**src/rtl/pic_pkg.sv**
```systemverilog
package pic_pkg;
  localparam int NUM_IRQ = 8;
  localparam int ID_W    = $clog2(NUM_IRQ);
  localparam int RANK_W  = ID_W + 1;

  typedef logic [NUM_IRQ-1:0] irq_vec_t;
  typedef logic [ID_W-1:0]    irq_id_t;
  typedef logic [RANK_W-1:0]  rank_t;

  typedef enum logic [1:0] {ST_READY, ST_ICW2, ST_ICW3, ST_ICW4} init_st_e;

  localparam logic [2:0] OP_SET_PRIO = 3'b110;
  localparam logic [2:0] OP_SPEC_EOI = 3'b011;

  localparam int B_INIT   = 4;
  localparam int B_SEL3   = 3;
  localparam int B_POLL   = 2;
  localparam int B_RR     = 1;
  localparam int B_RIS    = 0;
  localparam int B_ESMM   = 6;
  localparam int B_SMM    = 5;
  localparam int B_LTIM   = 3;
  localparam int B_SNGL   = 1;
  localparam int B_IC4    = 0;
endpackage

```
**src/rtl/pic_cmd_port.sv**
```systemverilog
module pic_cmd_port
  import pic_pkg::*;
(
  input  logic     clk_i,
  input  logic     rst_ni,
  input  logic     wr_i,
  input  logic     rd_i,
  input  logic     addr_i,
  input  logic [NUM_IRQ-1:0] wdata_i,
  output irq_vec_t mask_o,
  output irq_id_t  low_o,
  output logic     smm_o,
  output logic     isr_sel_o,
  output logic     poll_arm_o,
  output logic     lvl_mode_o,
  output logic     init_o,
  output logic     eoi_o,
  output irq_id_t  eoi_lvl_o,
  output logic     poll_rd_o
);
  init_st_e st_q;
  logic     need3_q, need4_q;
  irq_vec_t mask_q;
  irq_id_t  low_q;
  logic     smm_q, isr_sel_q, poll_q, lvl_q;

  logic cmd_wr, icw1, ocw2, ocw3, dat_wr;
  assign cmd_wr = wr_i & ~addr_i;
  assign icw1   = cmd_wr & wdata_i[B_INIT];
  assign ocw2   = cmd_wr & ~wdata_i[B_INIT] & ~wdata_i[B_SEL3];
  assign ocw3   = cmd_wr & ~wdata_i[B_INIT] &  wdata_i[B_SEL3];
  assign dat_wr = wr_i & addr_i;

  always_ff @(posedge clk_i or negedge rst_ni) begin
    if (!rst_ni) begin
      st_q      <= ST_READY;
      need3_q   <= 1'b0;
      need4_q   <= 1'b0;
      mask_q    <= '1;
      low_q     <= irq_id_t'(NUM_IRQ - 1);
      smm_q     <= 1'b0;
      isr_sel_q <= 1'b0;
      poll_q    <= 1'b0;
      lvl_q     <= 1'b0;
    end else begin
      if (rd_i && !addr_i) poll_q <= 1'b0;
      if (icw1) begin
        st_q      <= ST_ICW2;
        need3_q   <= ~wdata_i[B_SNGL];
        need4_q   <= wdata_i[B_IC4];
        lvl_q     <= wdata_i[B_LTIM];
        mask_q    <= '0;
        low_q     <= irq_id_t'(NUM_IRQ - 1);
        smm_q     <= 1'b0;
        isr_sel_q <= 1'b0;
        poll_q    <= 1'b0;
      end else if (ocw2) begin
        if (wdata_i[7:5] == OP_SET_PRIO) low_q <= wdata_i[ID_W-1:0];
      end else if (ocw3) begin
        if (wdata_i[B_ESMM]) smm_q <= wdata_i[B_SMM];
        if (wdata_i[B_RR])   isr_sel_q <= wdata_i[B_RIS];
        poll_q <= wdata_i[B_POLL];
      end else if (dat_wr) begin
        unique case (st_q)
          ST_READY: mask_q <= wdata_i;
          ST_ICW2:  st_q <= need3_q ? ST_ICW3 : (need4_q ? ST_ICW4 : ST_READY);
          ST_ICW3:  st_q <= need4_q ? ST_ICW4 : ST_READY;
          default:  st_q <= ST_READY;
        endcase
      end
    end
  end

  assign mask_o     = mask_q;
  assign low_o      = low_q;
  assign smm_o      = smm_q;
  assign isr_sel_o  = isr_sel_q;
  assign poll_arm_o = poll_q;
  assign lvl_mode_o = lvl_q;
  assign init_o     = icw1;
  assign eoi_o      = ocw2 && (wdata_i[7:5] == OP_SPEC_EOI);
  assign eoi_lvl_o  = wdata_i[ID_W-1:0];
  assign poll_rd_o  = rd_i & ~addr_i & poll_q;

  AST_INIT_KEEPS_MASK: assert property (@(posedge clk_i) disable iff (!rst_ni)
    (st_q != ST_READY && dat_wr) |=> (mask_o == $past(mask_o)));
  AST_MASK_LOAD: assert property (@(posedge clk_i) disable iff (!rst_ni)
    (st_q == ST_READY && dat_wr) |=> (mask_o == $past(wdata_i)));
endmodule

```
**src/rtl/pic_req_latch.sv**
```systemverilog
module pic_req_latch
  import pic_pkg::*;
(
  input  logic     clk_i,
  input  logic     rst_ni,
  input  irq_vec_t irq_i,
  input  logic     lvl_mode_i,
  input  logic     init_i,
  input  irq_vec_t clr_i,
  output irq_vec_t irr_o
);
  irq_vec_t irr_q, prev_q;

  always_ff @(posedge clk_i or negedge rst_ni) begin
    if (!rst_ni) begin
      irr_q  <= '0;
      prev_q <= '1;
    end else if (init_i) begin
      irr_q  <= '0;
      prev_q <= '1;  // input held high at init must re-rise
    end else begin
      prev_q <= irq_i;
      irr_q  <= (lvl_mode_i ? irq_i : ((irr_q | (irq_i & ~prev_q)) & irq_i)) & ~clr_i;
    end
  end

  assign irr_o = irr_q;

  AST_REQ_NEEDS_INPUT: assert property (@(posedge clk_i) disable iff (!rst_ni)
    1'b1 |=> ((irr_q & ~$past(irq_i)) == '0));
endmodule

```
**src/rtl/pic_prio_resolve.sv**
```systemverilog
module pic_prio_resolve
  import pic_pkg::*;
(
  input  irq_vec_t req_i,
  input  irq_vec_t blk_i,
  input  irq_id_t  low_i,
  output logic     hit_o,
  output irq_id_t  id_o,
  output irq_vec_t grant_o
);
  logic    req_hit, blk_hit;
  rank_t   req_rank, blk_rank;
  irq_id_t req_id, lvl;

  always_comb begin
    req_hit  = 1'b0;
    blk_hit  = 1'b0;
    req_rank = '0;
    blk_rank = '0;
    req_id   = '0;
    lvl      = '0;
    for (int k = 0; k < NUM_IRQ; k++) begin
      lvl = irq_id_t'((int'(low_i) + 1 + k) % NUM_IRQ);
      if (!req_hit && req_i[lvl]) begin
        req_hit  = 1'b1;
        req_rank = rank_t'(k);
        req_id   = lvl;
      end
      if (!blk_hit && blk_i[lvl]) begin
        blk_hit  = 1'b1;
        blk_rank = rank_t'(k);
      end
    end
  end

  assign hit_o   = req_hit && (!blk_hit || (req_rank < blk_rank));
  assign id_o    = req_id;
  assign grant_o = hit_o ? (irq_vec_t'(1) << req_id) : '0;
endmodule

```
**src/rtl/pic_poll_ctrl.sv**
```systemverilog
module pic_poll_ctrl
  import pic_pkg::*;
(
  input  logic       clk_i,
  input  logic       rst_ni,
  input  logic [7:0] irq_i,
  input  logic       wr_i,
  input  logic       rd_i,
  input  logic       addr_i,
  input  logic [7:0] wdata_i,
  output logic [7:0] rdata_o,
  output logic       int_o
);
  irq_vec_t mask, irr, isr_q, req, blk, grant, ack_clr;
  irq_id_t  low, eoi_lvl, hit_id;
  logic     smm, isr_sel, poll_arm, lvl_mode, init, eoi, poll_rd, hit, poll_ack;

  pic_cmd_port i_cmd (
    .clk_i, .rst_ni, .wr_i, .rd_i, .addr_i, .wdata_i,
    .mask_o(mask), .low_o(low), .smm_o(smm), .isr_sel_o(isr_sel),
    .poll_arm_o(poll_arm), .lvl_mode_o(lvl_mode), .init_o(init),
    .eoi_o(eoi), .eoi_lvl_o(eoi_lvl), .poll_rd_o(poll_rd)
  );

  pic_req_latch i_req (
    .clk_i, .rst_ni, .irq_i, .lvl_mode_i(lvl_mode), .init_i(init),
    .clr_i(ack_clr), .irr_o(irr)
  );

  assign req = irr & ~mask;
  assign blk = smm ? (isr_q & ~mask) : isr_q;

  pic_prio_resolve i_res (
    .req_i(req), .blk_i(blk), .low_i(low),
    .hit_o(hit), .id_o(hit_id), .grant_o(grant)
  );

  assign poll_ack = poll_rd & hit;
  assign ack_clr  = poll_ack ? grant : '0;

  always_ff @(posedge clk_i or negedge rst_ni) begin
    if (!rst_ni)   isr_q <= '0;
    else if (init) isr_q <= '0;
    else           isr_q <= (isr_q | ack_clr) & ~(eoi ? (irq_vec_t'(1) << eoi_lvl) : '0);
  end

  logic [7:0] poll_byte;
  assign poll_byte = hit ? {1'b1, 4'b0000, hit_id} : 8'h07;
  assign rdata_o   = addr_i ? mask : (poll_arm ? poll_byte : (isr_sel ? isr_q : irr));
  assign int_o     = hit;

  AST_NO_RD_WR: assert property (@(posedge clk_i) disable iff (!rst_ni)
    !(rd_i && wr_i));  // input assumption
  AST_GRANT_ONEHOT: assert property (@(posedge clk_i) disable iff (!rst_ni)
    $onehot0(grant));
  AST_INT_HAS_REQ: assert property (@(posedge clk_i) disable iff (!rst_ni)
    int_o |-> ((irr & ~mask) != '0));
  AST_GRANT_UNMASKED: assert property (@(posedge clk_i) disable iff (!rst_ni)
    ((grant & mask) == '0));
  AST_POLL_SETS_ISR: assert property (@(posedge clk_i) disable iff (!rst_ni)
    poll_ack |=> isr_q[$past(hit_id)]);
  AST_EOI_CLEARS: assert property (@(posedge clk_i) disable iff (!rst_ni)
    (eoi && !poll_ack) |=> !isr_q[$past(eoi_lvl)]);
  AST_INIT_CLEARS: assert property (@(posedge clk_i) disable iff (!rst_ni)
    init |=> (isr_q == '0 && irr == '0 && mask == '0));
endmodule

```
**config.mk**
```make
export PLATFORM = sky130hd
export DESIGN_NAME = pic_poll_ctrl
export DESIGN_NICKNAME = d
export VERILOG_FILES = /design/src/rtl/pic_pkg.sv /design/src/rtl/pic_cmd_port.sv /design/src/rtl/pic_req_latch.sv /design/src/rtl/pic_prio_resolve.sv /design/src/rtl/pic_poll_ctrl.sv
export SDC_FILE = /design/constraint.sdc
export NUM_CORES = 1
export LEC_CHECK = 0
export BUFFER_PORTS_ARGS = -buffer_cell sky130_fd_sc_hd__buf_2
export CORE_MARGIN = 2
export CORE_UTILIZATION = 35
export CTS_CLUSTER_DIAMETER = 150
export DETAILED_ROUTE_END_ITERATION = 10
export GPL_TIMING_DRIVEN = 0
export PLACE_DENSITY = 0.51
export SYNTH_ARGS = -nofsm -noshare
export SYNTH_HDL_FRONTEND = slang
export SYNTH_HIERARCHICAL = 1
export SYNTH_SLANG_ARGS = --single-unit
```
**constraint.sdc**
```tcl
create_clock -name clk_i -period 4.7 [get_ports clk_i]
set_input_delay 0.47 -clock clk_i [delete_from_list [all_inputs] [get_ports clk_i]]
set_output_delay 0.47 -clock clk_i [all_outputs]
set_load 0.1 [all_outputs]
```
==> results of run 1 <==
cell usage in the layout, fill, tap and decap left out, types with 6 or more instances in the layout:
| master | n |
|---|---|
| buf_2 | 28 |
| buf_4 | 25 |
| dfrtp_1 | 24 |
| nor2b_1 | 20 |
| nand2_1 | 19 |
| dfstp_2 | 19 |
| mux4_2 | 19 |
| mux2i_1 | 17 |
| nor2_1 | 15 |
| inv_1 | 12 |
| nor3_1 | 11 |
| a21boi_0 | 10 |
| buf_6 | 8 |
| a22o_1 | 8 |
| or2_1 | 8 |
| a31oi_1 | 7 |
| a311oi_1 | 7 |
| o21ai_0 | 7 |
| nor3b_1 | 7 |
| nor4b_1 | 6 |
| mux2_4 | 6 |
| nand2b_1 | 6 |
registers in the layout, summed over array words and instances, names as in the netlist:
register,flops
i_req/irr_o,8
i_cmd/lvl_mode_o,1
i_cmd/smm_o,1
i_cmd/poll_arm_o,1
i_cmd/need3_q,1
i_cmd/st_q,2
i_cmd/low_o,3
i_req/prev_q,8
i_cmd/mask_o,8
isr_q,8
i_cmd/isr_sel_o,1
i_cmd/need4_q,1
cells by family (layout without fill, tap and decap cells):
kind of cell	count (synthesis)	after routing	synth area share
adders and majority gates	6	6	0.01962
DFF	43	43	0.2874
and+or+nand+nor	140	140	0.2309
xor gates and xnor gates	5	5	0.01537
muxes	51	51	0.1998
AOI/OAI and AO/OA	89	89	0.1874
buffers and inverters	35	90	0.05951
final timing paths:
path                       slack, ps               end  cells past startpoint             start
max reg2reg                      610    i_req/irr_o[6]                     14    i_cmd/low_o[0]
min in group clk_i               370   i_req/prev_q[1]                      2          irq_i[1]
max in group asynchronous       3760    i_req/irr_o[4]                      1            rst_ni
min reg2reg                      530  i_cmd/lvl_mode_o                      1  i_cmd/lvl_mode_o
min                              320     i_cmd/st_q[0]                      1            rst_ni
max                              140        rdata_o[7]                     14    i_cmd/low_o[0]
layout make-up:
| type | count | area share |
|---|---|---|
| Sequential cell | 43 | 0.2285 |
| Buffer | 21 | 0.04108 |
| Clock inverter | 1 | 0.006240 |
| Inverter | 12 | 0.009360 |
| Clock buffer | 7 | 0.01586 |
| Timing Repair Buffer | 49 | 0.07930 |
| Multi-Input combinational cell | 291 | 0.5832 |
| Tap cell | 140 | 0.03640 |
power by group through the flow:
| stage | sequential [mW] | combinational [mW] | clock [mW] |
|---|---|---|---|
| finish | 0.559 | 2.43 | 0.286 |
| global route | 0.570 | 2.59 | 0.312 |
| CTS | 0.559 | 2.20 | 0.294 |
| detailed placement | 0.570 | 1.90 | 0 |
| global placement | 0.569 | 1.88 | 0 |
| floorplan | 0.531 | 1.54 | 0 |
routing by layer:
layer	wire, microns	up-vias
met5	0	-
met4	133	0
met3	347	8
met2	5336	52
met1	4899	1629
li1	-	1532
worst max-delay path, cell delays in order (launching register included):
cell	delay, ps
dfstp_2	590
ha_4	180
buf_8	130
mux4_2	540
mux2_4	290
or4b_4	580
nor2_4	120
ha_4	210
o22ai_4	160
a31oi_4	70
nor2_4	230
buf_6	160
nor3b_4	50
a211oi_4	260
buf_12	210
repair_timing:
action	CTS	global route
setup endpoints to repair	5	5
pin swaps	10	12
gates resized for setup	41	25
buffers inserted	16	5
cloned	1	0
hold buffers	0	0
==> results by group, run 1 <==
Outcome
  – Outcome: finished clean

Synth
  – Count leader, synth: dfrtp_1
  – Warnings from Yosys: 6
  – Predominant post-synthesis flop cell: dfrtp_1
  – FF+latch count, synth: 43
  – Asr flop ratio synth: 1.000
  – Synth unique cells: 71
  – Cell taking the most area after synthesis: dfrtp_1
  – Share of the synthesized area in the top cell type: 0.1570
  – Number of synthesized flops with an enable pin: 0
  – Cells after synthesis: 369
  – Sequential share of the synthesized area: 0.2874
  – Mapped cell area: 3826 sq um
  – Syn Area/Cell: 10.37 sq um
  – Most area-consuming cells after synthesis: dfrtp_1 16%, dfstp_2 13%, mux4_2 11%
  – Mapped Nets: 396
  – Commonest cells post-synth: 24 x dfrtp_1, 22 x mux2i_1, 20 x nand2_1, 20 x nor2b_1

Flow run
  – Max cap viols: 0

STA
  – Max transition margin: 0.2862
  – Fin Hold WS: 319.0 ps
  – Slew Viols, Final: 0
  – Setup TNS: 0 ps
  – Final period demand of the worst path: 4555 ps
  – Setup ws final: 144.9 ps
  – Period utilization: 0.9692
  – RSZ-0062 raised after global routing: yes
  – Worst slew pin tran: 1054 ps
  – Final setup vio count: 0
  – Fmax: 219.5 MHz
  – Final hold violation count: 0
  – Clock skew: 9.827 ps

Critical path
  – Worst EP arrival: 4090 ps
  – Critical Path Start Type: register
  – CP max FO: 8
  – Worst path required time: 4230 ps
  – Crit path kind: reg2out
  – CP endpoint kind: primary output

Routing
  – Final WL: 10.72 mm
  – Antenna-violating nets left: 0
  – Via count: 3221
  – Routed wire per std cell: 19.00 microns
  – 1st-pass router iterations: 4
  – DRC: 0
  – Initial drt markers: 168
  – Routed via count divided by cell count: 5.711

Power and ir drop
  – Net switching power: 1.577 mW
  – Cell Pwr Density: 679.5 nW/um^2
  – Flop pwr share: 0.171
  – Internal power: 1.693 mW
  – Leakage: 1.912 nW
  – Clock power share: 0.087
  – Comb pwr share: 0.742
  – Power Total: 3.270 mW
  – Sw frac: 0.4823
  – Worst VDD drop: 400.6 uV

Layout
  – ANT cells: 0
  – Nets@finish: 450
  – Cell Count, Final, Fillers Out: 564
  – Synth-to-Final Area Change: 25.77%
  – Final instance area: 4812 sq um
  – Share of layout cells above drive strength 1: 0.4175
  – Multi-input gate area: 2806 sq um
  – # fillers: 1080
  – Reg area: 1100 sq um
  – Final Util: 0.4478

Clocking
  – CTS tree: yes
  – CTS root buf: clkbuf_8
  – CTS buffer count: 5
  – Clock latency on the worst-skew pair: 300 ps
  – Clock Sinks: 43
  – CTS Buffer Depth: 2
  – Total number of H-tree levels: 2
  – Clock transition at path regs: 80 ps

Global route
  – First-pass GRT wire length: 17.62 mm
  – Overall routing resource usage: 0.1918
  – Grt ovf: 0
  – Met3 Usage GRT: 0.02110
  – Met1 GRT Util: 0.2650
  – Initial antenna violation count: 0
  – GR Util met2: 0.3205
  – Vias in the first global route: 3267
  – GR peak layer: met2
  – Largest net degree at the start of global routing: 44

Hold path
  – Worst hold path type: in2async

Placed design
  – Area of placed instances: 4229 sq um
  – DP Cell Count: 537
  – DP HPWL: 7.992 mm
  – IO Port Bufs: 28
  – RePlAce Congestion: 0.8397
  – Place WS: -412.5 ps

Floorplan
  – Die area: 11780 sq um
  – Die width: 108.6 microns
  – Std-Cell Rows: 38
  – Initial Util: 0.3561
  – Die H: 108.6 microns
  – Core area: 10750 sq um
  – # IOs: 30
Power figures use the tool's default switching activity.
==> run 2: changes to the inputs <==
Settings changed: SYNTH_HIERARCHICAL 1 to not set.
==> run 2 against run 1 <==
Compared with the run above:
- global-route usage up 1.7 points
- sequential share of layout area decreased by 0.59 points
- clock power up 24%
- cell count is 17% higher
- core utilization down 1.1 points
- maximum frequency is 2.2% lower
- power fell by 31%
- non-clock buffer count increased by 10
- final area up 2.7%
- flip-flop and latch count is the same
- count of clock-buffer cells in the layout is the same
- clock skew fell by 3.4 ps
- largest power group unchanged
- highest routed layer unchanged
==> results by group, run 2 <==
Synth
  – Cells after synthesis: 457 (+24%)
  – Sequential share of the synthesized area: 0.2735 (-0.01395)
  – Syn Area/Cell: 8.799 sq um (-15%)
  – Asr flop ratio synth: 1.000 (unchanged)
  – Cell taking the most area after synthesis: dfrtp_1
  – Commonest cells post-synth: 45 x nand2_1, 31 x a21oi_1, 27 x o21ai_0, 24 x dfrtp_1, 24 x nand3_1
  – Mapped cell area: 4021 sq um (+5.1%)
  – Count leader, synth: nand2_1
  – Mapped Nets: 485 (+22%)
  – Share of the synthesized area in the top cell type: 0.1493 (-0.007619)
  – Number of synthesized flops with an enable pin: 0 (unchanged)
  – Warnings from Yosys: 0 (-6)
  – FF+latch count, synth: 43 (unchanged)
  – Synth unique cells: 79 (+11%)
  – Most area-consuming cells after synthesis: dfrtp_1 15%, dfstp_2 12%, mux4_2 5.6%
  – Predominant post-synthesis flop cell: dfrtp_1

Global route
  – Overall routing resource usage: 0.2086 (+0.01684)
  – Vias in the first global route: 3741 (+15%)
  – First-pass GRT wire length: 20.67 mm (+17%)
  – Largest net degree at the start of global routing: 44 (unchanged)
  – Initial antenna violation count: 0 (unchanged)
  – Grt ovf: 0 (unchanged)

Routing
  – Via count: 3805 (+18%)
  – Routed via count divided by cell count: 5.774 (+1.1%)
  – 1st-pass router iterations: 4 (unchanged)
  – Antenna-violating nets left: 0 (unchanged)
  – Final WL: 12.69 mm (+18%)
  – Routed wire per std cell: 19.26 microns (+1.4%)
  – Initial drt markers: 298 (+77%)
  – DRC: 0 (unchanged)

Power and ir drop
  – Power Total: 2.264 mW (-31%)
  – Cell Pwr Density: 458.4 nW/um^2 (-33%)
  – Worst VDD drop: 589.7 uV (+47%)
  – Leakage: 2.038 nW (+6.6%)

Clocking
  – Clock transition at path regs: 60 ps (-20 ps)
  – CTS root buf: clkbuf_16
  – Total number of H-tree levels: 2 (unchanged)
  – Clock Sinks: 43 (unchanged)
  – Clock latency on the worst-skew pair: 290 ps (about the same)
  – CTS buffer count: 5 (unchanged)
  – Cts-stage hold buffer count: 0 (unchanged)
  – CTS Buffer Depth: 2 (unchanged)
  – CTS tree: yes

Critical path
  – Crit-path most repeated cell: a21oi_2
  – Worst path required time: 4230 ps (about the same)
  – Slowest CP cell: dfstp_2
  – Worst EP arrival: 4190 ps (+100 ps)
  – Crit-path cells: buf_8 -> clkinv_8 -> ha_4 -> buf_6 -> nand2b_4 -> and2_4 -> buf_4 -> mux4_2 -> a21oi_2 -> nor2_1 -> or3b_2 -> ha_1 -> a21oi_2 -> o211ai_1 -> o21ai_4 -> nand3b_1 -> a22o_4 -> buf_12
  – CP peak stage delay: 550 ps (-40 ps)
  – Delay-heaviest family, CP: compound AO/OA/AOI/OAI gates
  – Buffers & Inverters on Critical Path: 5 (+2)
  – Crit path kind: reg2out
  – Critical Path Start Type: register
  – CP endpoint kind: primary output
  – CP max FO: 7 (-1)

STA
  – Max transition margin: 0.3516 (+0.06537)
  – Final hold violation count: 0 (unchanged)
  – Fmax: 214.8 MHz (-2.2%)
  – RSZ-0062 raised after global routing: yes
  – Period utilization: 0.9906 (+0.02144)
  – Final period demand of the worst path: 4656 ps (+100.8 ps)
  – Final setup vio count: 0 (unchanged)
  – Setup ws final: 44.08 ps (-100.8 ps)
  – Clock skew: 6.412 ps (-3.416 ps)
  – Slew Viols, Final: 0 (unchanged)
  – Worst slew pin tran: 972.6 ps (-81.40 ps)

Flow run
  – Max cap viols: 0 (unchanged)

Placed design
  – Place WS: -252.8 ps (+159.7 ps)
  – DP HPWL: 9.435 mm (+18%)
  – IO Port Bufs: 28 (unchanged)
  – RePlAce Congestion: 0.8475 (+0.93%)

Floorplan
  – Die width: 111.2 microns (+2.4%)
  – Core area: 11320 sq um (+5.4%)
  – Die area: 12360 sq um (+4.9%)
  – Std-Cell Rows: 39 (+2.6%)
  – Initial Util: 0.3552 (-0.0008616)
  – Die H: 111.2 microns (+2.4%)
  – # IOs: 30 (unchanged)

Layout
  – Share of layout cells above drive strength 1: 0.3159 (-0.1016)
  – Synth-to-Final Area Change: 22.84%
  – Commonest non-fill, non-tap cells in the layout: 44 x nand2_1, 28 x buf_2, 28 x a21oi_1, 25 x o21ai_0
  – Most common cell after layout, fill and taps aside: nand2_1
  – ANT cells: 0 (unchanged)
  – Nets@finish: 543 (+21%)
  – Final Util: 0.4363 (-0.01149)

Outcome
  – Outcome: finished clean

Hold path
  – Worst hold path type: in2async
==> run 2: cell families after synthesis <==
family	Yosys count	synth area share
AND/OR/NAND/NOR	183	0.2772
AO/OA/AOI/OAI	134	0.2296
buffers and inverters	50	0.05911
flip-flops	43	0.2735
multiplexers	37	0.1285
adder cells (fa/ha/maj)	7	0.02178
XOR/XNOR	3	0.01027
==> run 2: final timing paths <==
kind | from | end | slack, ps | cells past startpoint
worst max-delay path | i_cmd.low_o[0] | rdata_o[0] | 40 | 18
worst min-delay path | rst_ni | i_cmd.st_q[0] | 340 | 1
worst max register to register | i_cmd.low_o[0] | isr_q[2] | 360 | 18
worst min register to register | i_cmd.need3_q | i_cmd.need3_q | 510 | 2
max in group asynchronous | rst_ni | i_cmd.isr_sel_o | 3760 | 1
min in group clk_i | irq_i[3] | i_req.prev_q[3] | 380 | 2
==> run 2: power breakdown <==
part           leakage [nW]  switching [mW]  internal, mW
clock network        0.0739           0.144         0.211
logic                  1.45           0.823         0.531
registers             0.515          0.0988         0.456
==> run 2: stage by stage <==
| stage | hold WS (ps) | TNS, ps | instances | instance area [sq um] |
|---|---|---|---|---|
| after floorplan | 174.4 | -343.9 | 457 | 4123 |
| after detailed placement | 502.9 | -862.1 | 628 | 4442 |
| after global placement | 499.6 | -696.8 | 628 | 4442 |
| after global routing | 389.2 | -326.8 | 659 | 4940 |
| after CTS | 375.5 | 0 | 650 | 4823 |
| final | 336.0 | 0 | 659 | 4940 |
==> run 2: layout make-up <==
class                   instances  area [sq um]
repair buffers                 54         416.7
clock buffers                   7         142.6
well taps                     143         178.9
multi-input cells             364          2835
inverters                      21         91.34
flip-flops and latches         43          1100
clock inverters                 1         5.005
fillers                      1134          6381
plain buffers                  26         170.2
==> run 2: timing repair <==
action,4_1_cts,5_1_grt
resized for setup,35,14
setup buffers,15,10
setup endpoints to repair,5,5
gates cloned,1,0
hold endpoints to repair,0,0
pin swaps,10,9
==> run 2: metal layers <==
layer	up-vias	wire [microns]	GRT usage
li1	1817	-	-
met1	1877	5967	0.2949
met2	91	5954	0.3382
met3	20	512	0.02406
met4	0	257	0.05844
met5	-	0	0
